===== src/rtl/bdesc_pkg.sv =====
package bdesc_pkg;
    typedef enum logic {
        ST_EMPTY = 1'b0,
        ST_FULL  = 1'b1
    } out_state_t;

    typedef enum logic {
        CLS_GFX     = 1'b0,
        CLS_COMPUTE = 1'b1
    } stage_cls_t;
endpackage


===== src/rtl/bdesc_bank.sv =====
module bdesc_bank #(
    parameter int NUM_SETS = 5,
    parameter int SEL_W    = 3,
    parameter int ADDR_W   = 64
) (
    input  logic              clk,
    input  logic              rst_n,
    input  logic              wr_en,
    input  logic [SEL_W-1:0]  wr_set,
    input  logic [ADDR_W-1:0] wr_data,
    input  logic [SEL_W-1:0]  rd_set,
    output logic [ADDR_W-1:0] rd_base
);
    logic [ADDR_W-1:0] base_q [NUM_SETS];

    for (genvar s = 0; s < NUM_SETS; s++) begin : g_set
        always_ff @(posedge clk or negedge rst_n) begin
            if (!rst_n) begin
                base_q[s] <= '0;
            end else if (wr_en && wr_set == SEL_W'(s)) begin
                base_q[s] <= wr_data;
            end
        end
    end

    always_comb begin
        rd_base = '0;
        for (int s = 0; s < NUM_SETS; s++) begin
            if (rd_set == SEL_W'(s)) begin
                rd_base = base_q[s];
            end
        end
    end
endmodule


===== src/rtl/bdesc_addr_calc.sv =====
module bdesc_addr_calc #(
    parameter int NUM_SETS = 5,
    parameter int SEL_W    = 3,
    parameter int IDX_W    = 16,
    parameter int ADDR_W   = 64
) (
    input  logic [ADDR_W-1:0] base,
    input  logic [SEL_W-1:0]  set_sel,
    input  logic [IDX_W-1:0]  index,
    output logic [ADDR_W-1:0] addr,
    output logic              err
);
    localparam int PITCH_W = 2;
    localparam int SHIFT_W = 3;

    logic [PITCH_W-1:0] pitch_code;
    logic [SHIFT_W-1:0] shamt;
    logic [ADDR_W-1:0]  table_base;
    logic [ADDR_W-1:0]  offset;

    always_comb begin
        pitch_code = base[PITCH_W-1:0];
        shamt      = {1'b0, pitch_code} + SHIFT_W'(3);
        table_base = {base[ADDR_W-1:PITCH_W], {PITCH_W{1'b0}}};
        offset     = ADDR_W'(index) << shamt;
        err        = (set_sel >= SEL_W'(NUM_SETS));
        addr       = err ? '0 : (table_base + offset);
    end
endmodule


===== src/rtl/bdesc_out_ctrl.sv =====
module bdesc_out_ctrl
    import bdesc_pkg::*;
#(
    parameter int ADDR_W = 64
) (
    input  logic              clk,
    input  logic              rst_n,
    input  logic              req_valid,
    output logic              req_ready,
    input  logic [ADDR_W-1:0] calc_addr,
    input  logic              calc_err,
    output logic              rsp_valid,
    input  logic              rsp_ready,
    output logic [ADDR_W-1:0] rsp_addr,
    output logic              rsp_err
);
    out_state_t        state_q, state_d;
    logic              accept;
    logic [ADDR_W-1:0] addr_q;
    logic              err_q;

    assign accept = req_valid && req_ready;

    always_comb begin
        state_d = state_q;
        unique case (state_q)
            ST_EMPTY: if (accept) state_d = ST_FULL;
            ST_FULL:  if (rsp_ready && !accept) state_d = ST_EMPTY;
            default:  state_d = ST_EMPTY;
        endcase
    end

    always_ff @(posedge clk or negedge rst_n) begin
        if (!rst_n) begin
            state_q <= ST_EMPTY;
            addr_q  <= '0;
            err_q   <= 1'b0;
        end else begin
            state_q <= state_d;
            if (accept) begin
                addr_q <= calc_addr;
                err_q  <= calc_err;
            end
        end
    end

    always_comb begin
        rsp_valid = (state_q == ST_FULL);
        req_ready = (state_q == ST_EMPTY) || rsp_ready;
        rsp_addr  = addr_q;
        rsp_err   = err_q;
    end
endmodule


===== src/rtl/bdesc_addr_gen.sv =====
module bdesc_addr_gen
    import bdesc_pkg::*;
#(
    parameter int NUM_SETS = 5,
    parameter int SEL_W    = 3,
    parameter int IDX_W    = 16,
    parameter int ADDR_W   = 64
) (
    input  logic              clk,
    input  logic              rst_n,
    input  logic              cfg_we,
    input  logic              cfg_compute,
    input  logic [SEL_W-1:0]  cfg_set,
    input  logic [ADDR_W-1:0] cfg_data,
    input  logic              req_valid,
    output logic              req_ready,
    input  logic              req_compute,
    input  logic [SEL_W-1:0]  req_set,
    input  logic [IDX_W-1:0]  req_index,
    output logic              rsp_valid,
    input  logic              rsp_ready,
    output logic [ADDR_W-1:0] rsp_addr,
    output logic              rsp_err
);
    localparam int NUM_BANKS = 2;

    logic [ADDR_W-1:0] bank_base [NUM_BANKS];
    logic [ADDR_W-1:0] sel_base;
    logic [ADDR_W-1:0] calc_addr;
    logic              calc_err;

    for (genvar b = 0; b < NUM_BANKS; b++) begin : g_bank
        bdesc_bank #(
            .NUM_SETS(NUM_SETS),
            .SEL_W   (SEL_W),
            .ADDR_W  (ADDR_W)
        ) bank_i (
            .clk    (clk),
            .rst_n  (rst_n),
            .wr_en  (cfg_we && (cfg_compute == b[0])),
            .wr_set (cfg_set),
            .wr_data(cfg_data),
            .rd_set (req_set),
            .rd_base(bank_base[b])
        );
    end

    assign sel_base = (stage_cls_t'(req_compute) == CLS_COMPUTE) ? bank_base[1] : bank_base[0];

    bdesc_addr_calc #(
        .NUM_SETS(NUM_SETS),
        .SEL_W   (SEL_W),
        .IDX_W   (IDX_W),
        .ADDR_W  (ADDR_W)
    ) calc_i (
        .base   (sel_base),
        .set_sel(req_set),
        .index  (req_index),
        .addr   (calc_addr),
        .err    (calc_err)
    );

    bdesc_out_ctrl #(
        .ADDR_W(ADDR_W)
    ) out_i (
        .clk      (clk),
        .rst_n    (rst_n),
        .req_valid(req_valid),
        .req_ready(req_ready),
        .calc_addr(calc_addr),
        .calc_err (calc_err),
        .rsp_valid(rsp_valid),
        .rsp_ready(rsp_ready),
        .rsp_addr (rsp_addr),
        .rsp_err  (rsp_err)
    );
endmodule


===== config.mk =====
export PLATFORM = sky130hd
export DESIGN_NAME = bdesc_addr_gen
export DESIGN_NICKNAME = d
export VERILOG_FILES = /design/src/rtl/bdesc_pkg.sv /design/src/rtl/bdesc_bank.sv /design/src/rtl/bdesc_addr_calc.sv /design/src/rtl/bdesc_out_ctrl.sv /design/src/rtl/bdesc_addr_gen.sv
export SDC_FILE = /design/constraint.sdc
export NUM_CORES = 1
export LEC_CHECK = 0
export BUFFER_PORTS_ARGS = -buffer_cell sky130_fd_sc_hd__clkbuf_2
export CAP_MARGIN = 0
export CELL_PAD_IN_SITES_DETAIL_PLACEMENT = 0
export CELL_PAD_IN_SITES_GLOBAL_PLACEMENT = 1
export CORE_ASPECT_RATIO = 1.2
export CORE_MARGIN = 2
export CORE_UTILIZATION = 45
export CTS_BUF_LIST = sky130_fd_sc_hd__clkbuf_2
export CTS_CLUSTER_SIZE = 8
export DETAILED_ROUTE_END_ITERATION = 8
export PLACE_DENSITY = 0.8
export SLEW_MARGIN = 40
export SYNTH_ARGS = -nofsm -noshare
export SYNTH_HDL_FRONTEND = slang
export SYNTH_SLANG_ARGS = --single-unit

===== constraint.sdc =====
create_clock -name clk -period 9.9 [get_ports clk]
set_input_delay 0.99 -clock clk [delete_from_list [all_inputs] [get_ports clk]]
set_output_delay 0.99 -clock clk [all_outputs]
set_load 0.01 [all_outputs]

==> metrics list <==
- Outcome: complete, no violations
- The initial utilization of the core area, before any placement, comes to 0.4542.
- Clock skew on the completed layout was measured at roughly 0.11 ns.
- Counting cells, the worst reg-to-reg path comes to 16.
* Total count of hold-check failures in the final report: 0
- By area the synthesized netlist is led by dfrtp_1 51%, mux2_2 21%, mux4_2 4.7%.
- Last element of the critical path: out_i.rsp_addr[58]
- dfrtp_1 is the most common cell in the netlist.
* Avg WL per Cell: 24.51 µm
- Once detail routing completed, the nets flagged for antenna violations numbered 0.
- In this run the worst hold path is classified as in2async.
* Dpl cells: around 3.6k
* Reg-to-reg critical path startpoint: g_bank[1].bank_i.base_q[65]
* Power per cell area: 201.6 mW/mm²
- CTS placed an instance of clkbuf_2 at the clock tree root.
- Final RePlAce weighted congestion: 0.8360
- During synthesis, Yosys emitted a total of 0 warnings.
* Overflow after GRT: 0
- NetSw: 2.464 mW
- The critical path is of the reg2reg type.
- Port Buffers: roughly 160
* Cell area after synthesis: ~0.035 mm²
* Tot GR Track Use: 0.2486
* Combinational group share of total power: 0.243
* #FFs+latches synth: 706
- Critical register-to-register path endpoint: out_i.rsp_addr[58]
- The share of the Yosys chip area taken by registers is 0.5093.
* Worst Path Required: ~11 ns
- Reg2Reg Setup Slack: 3.42 ns
* Area share of the largest cell type after synthesis: 0.5093
- In the routed layout, each cell is associated on average with a via count of 5.940.
- After detailed routing, the total wire length is around 100000 µm.
- Post-Synthesis Net Count: around 2.8k
- H-tree depth reported by CTS: 4
* Violation count after the first detailed-route iteration: between 1.5k and 2k
* Clock power share: 0.251
* Placed Area: 0.03621 mm²
* Worst Setup End Kind: flip-flop
- Dividing the final minimum period by the clock period gives 0.6548.
- Clock-pin slew was measured on the worst setup and hold paths at 0.12 ns.
* Final Total Pwr: approximately 8 mW
* Number of max-cap violations: 0
* Final setup viols: 0
* Die Footprint: between 0.07 and 0.08 mm²
- Cell type with the largest total area after synthesis: dfrtp_1
- Ports: 160
- Core region area: 0.07639 mm²
- The share of total power dissipated in sequential elements is 0.506.
- Critical path origin: g_bank[1].bank_i.base_q[65]
- Antenna violations before repair: 6
* Setup repair bufs after CTS: 0
- The floorplan step set the die height to 308.2 µm.
- After routing the design area is 0.03855 mm².
- Proportion of synthesized flip-flops having asynchronous set or reset: 1.000
- Gate count after technology mapping: roughly 2.7k
- Yosys mapped the design onto between 80 and 90 distinct sky130hd cell types.
- The final count of pins violating max slew came to 0.
- Pint: about 5.3 mW
- The routed design could run at a clock period as short as 6.482 ns.
* Clock latency on the worst-skew pair: between 1 and 1.5 ns
* Vias in the first global route: about 25k
- At the pin with the least slew margin, the transition time is 0.9000 ns.
* Max-slew headroom: 0.4000
- Number of clock sinks: 706
- Highest attainable clock frequency: 154.3 MHz
* Average cell area after synthesis: 13.07 µm²
- Final worst hold slack: 0.2054 ns
- Of the cells placed in the final design, the portion with a size suffix greater than 1 is 0.4138.
- The most used flip-flop cell after synthesis is dfrtp_1.
* Largest net degree at the start of global routing: between 150 and 200
* Setup TNS after final layout: 0 ns
- VDD IR max: 0.0001084 V
* Post-synth EDFFs: 0
- The routed layout has 23.80k vias.
- At the end of the flow, the number of nets in the layout was 2986.
- The area growth from synthesis to layout is 11.12%.
- In the routed design, unresolved DRC markers number 0.
- # fillers: 6682
- Maximum buffer depth of the clock tree: 3
* Switching share of power: 0.3170
* TritonCTS clock tree: yes
* CTS buffer count: 173
- Timing analysis after detailed placement gives a worst setup slack of between 2 and 2.5 ns.
* Router iterations before antenna repair: 5
* Maximum fanout along the worst path: 26
* Global-route wire length before repair: 150900 µm
- Leakage dissipation: 17.05 nW
- Once routing completed, OpenROAD measured the worst setup slack at about 3.4 ns.
- In this run the core area contains around 110 standard-cell rows.
* Setup repair after global routing missed its margin: false
- Post-layout instance count excluding filler cells: 4007
- Synth top cells by count: 706 x dfrtp_1, 655 x mux2_2, 136 x mux2i_1
* Share of the core filled with cells: 0.5047
* Critical path launch point type: flip-flop
* Arrival @ worst endpoint: ~8 ns
- The wire-length estimate of the detail-placed layout is 61510 µm.
- From left edge to right edge, the die measures 257.5 µm.
-- cell families (layout without fill, tap and decap cells) --
group | Yosys count | count (layout) | synth area share
other cells | 0 | 3 | 0
flops | 706 | 706 | 0.5093
xor+xnor | 37 | 37 | 0.009341
compound gates | 392 | 392 | 0.07924
fa+ha+maj | 23 | 23 | 0.008511
mux | 867 | 867 | 0.3015
buf+inv | 266 | 598 | 0.03531
simple gates | 364 | 364 | 0.05684
-- timing repair --
item                                   4_1_cts  5_1_grt
resized for setup                            0        0
hold buffers                                71        0
endpoints found under the hold margin      826        0
-- cell type report --
type / instances / area, µm² / share of cell area
clock buffers: 233 / 1166 / 0.03025
inverters: 18 / 67.56 / 0.001753
clock inverters: 59 / 384.1 / 0.009964
flip-flops and latches: 706 / 17670 / 0.4583
repair buffers: 288 / 2074 / 0.05381
diodes: 3 / 7.507 / 0.0001947
well taps: 1017 / 1272 / 0.03301
multi-input cells: 1683 / 15910 / 0.4127
-- power groups by stage --
| stage | Clock (mW) | Combinational (mW) | Sequential [mW] |
|---|---|---|---|
| global route | 2.15 | 2.06 | 4.00 |
| detailed placement | 0 | 1.86 | 3.98 |
| global placement | 0 | 1.79 | 3.92 |
| floorplan | 0 | 1.35 | 3.86 |
| CTS | 2.02 | 1.90 | 3.92 |
| finish | 1.95 | 1.89 | 3.93 |
-- sequential cells by signal, summed over array words and instances, names as in the netlist --
name                  cells
g_bank.bank_i.base_q    640
out_i.rsp_err             1
out_i.rsp_valid           1
out_i.rsp_addr           64
-- metal layers --
| metal | part of all wire | routed length (µm) | up-vias | global-route usage |
|---|---|---|---|---|
| li1 | - | - | 10346 | - |
| met1 | 0.41 | 40610 | 12470 | 0.3184 |
| met2 | 0.50 | 48950 | 782 | 0.4180 |
| met3 | 0.055 | 5385 | 200 | 0.04619 |
| met4 | 0.033 | 3260 | 2 | 0.09732 |
| met5 | 0.00011 | 11 | - | 0 |
-- worst min-delay path by stage --
stage / endpoint / start / slack, ns
floorplan: g_bank[0].bank_i.base_q[29] / g_bank[0].bank_i.base_q[29] / 0.47
global placement: out_i.rsp_addr[21] / out_i.rsp_addr[21] / 0.47
detailed placement: out_i.rsp_addr[23] / out_i.rsp_addr[23] / 0.47
CTS: g_bank[0].bank_i.base_q[242] / rst_n / 0.05
global route: g_bank[1].bank_i.base_q[304] / rst_n / 0.14
finish: g_bank[1].bank_i.base_q[304] / rst_n / 0.21
-- cell usage in the layout (no fill, tap or decap), types with 9 or more instances in the layout --
cell	instances
a22oi_1	12
nand3_1	33
nand3b_1	9
nor3_1	15
nand2b_1	18
buf_4	50
or4bb_1	11
o22ai_1	39
ha_1	21
nor2b_1	13
dlygate4sd3_1	70
xor2_1	19
o211ai_1	10
clkinv_1	44
dfrtp_1	706
a221oi_1	21
mux2_2	655
xnor2_1	18
clkbuf_2	387
inv_1	15
mux2i_1	136
o21ai_0	94
nor2_1	89
nand4_1	9
a211oi_1	31
a22o_1	9
a21o_1	12
o21a_1	13
o221ai_1	19
a21oi_1	54
mux4_2	73
nand2_1	81
-- worst max-delay path: stages, from the launching register on --
cell	delay (ns)
dfrtp_1	0.41
mux4_2	0.47
mux2i_1	0.18
o22ai_1	0.12
buf_4	0.22
clkinv_1	0.32
ha_2	0.57
mux2_2	0.39
ha_1	0.34
nand2_1	0.11
or3_1	0.37
a211oi_1	0.31
o21ai_0	0.25
a211oi_1	0.77
nand4_1	0.72
or3_1	0.55
a221o_1	0.30
Power figures use the tool's default switching activity.
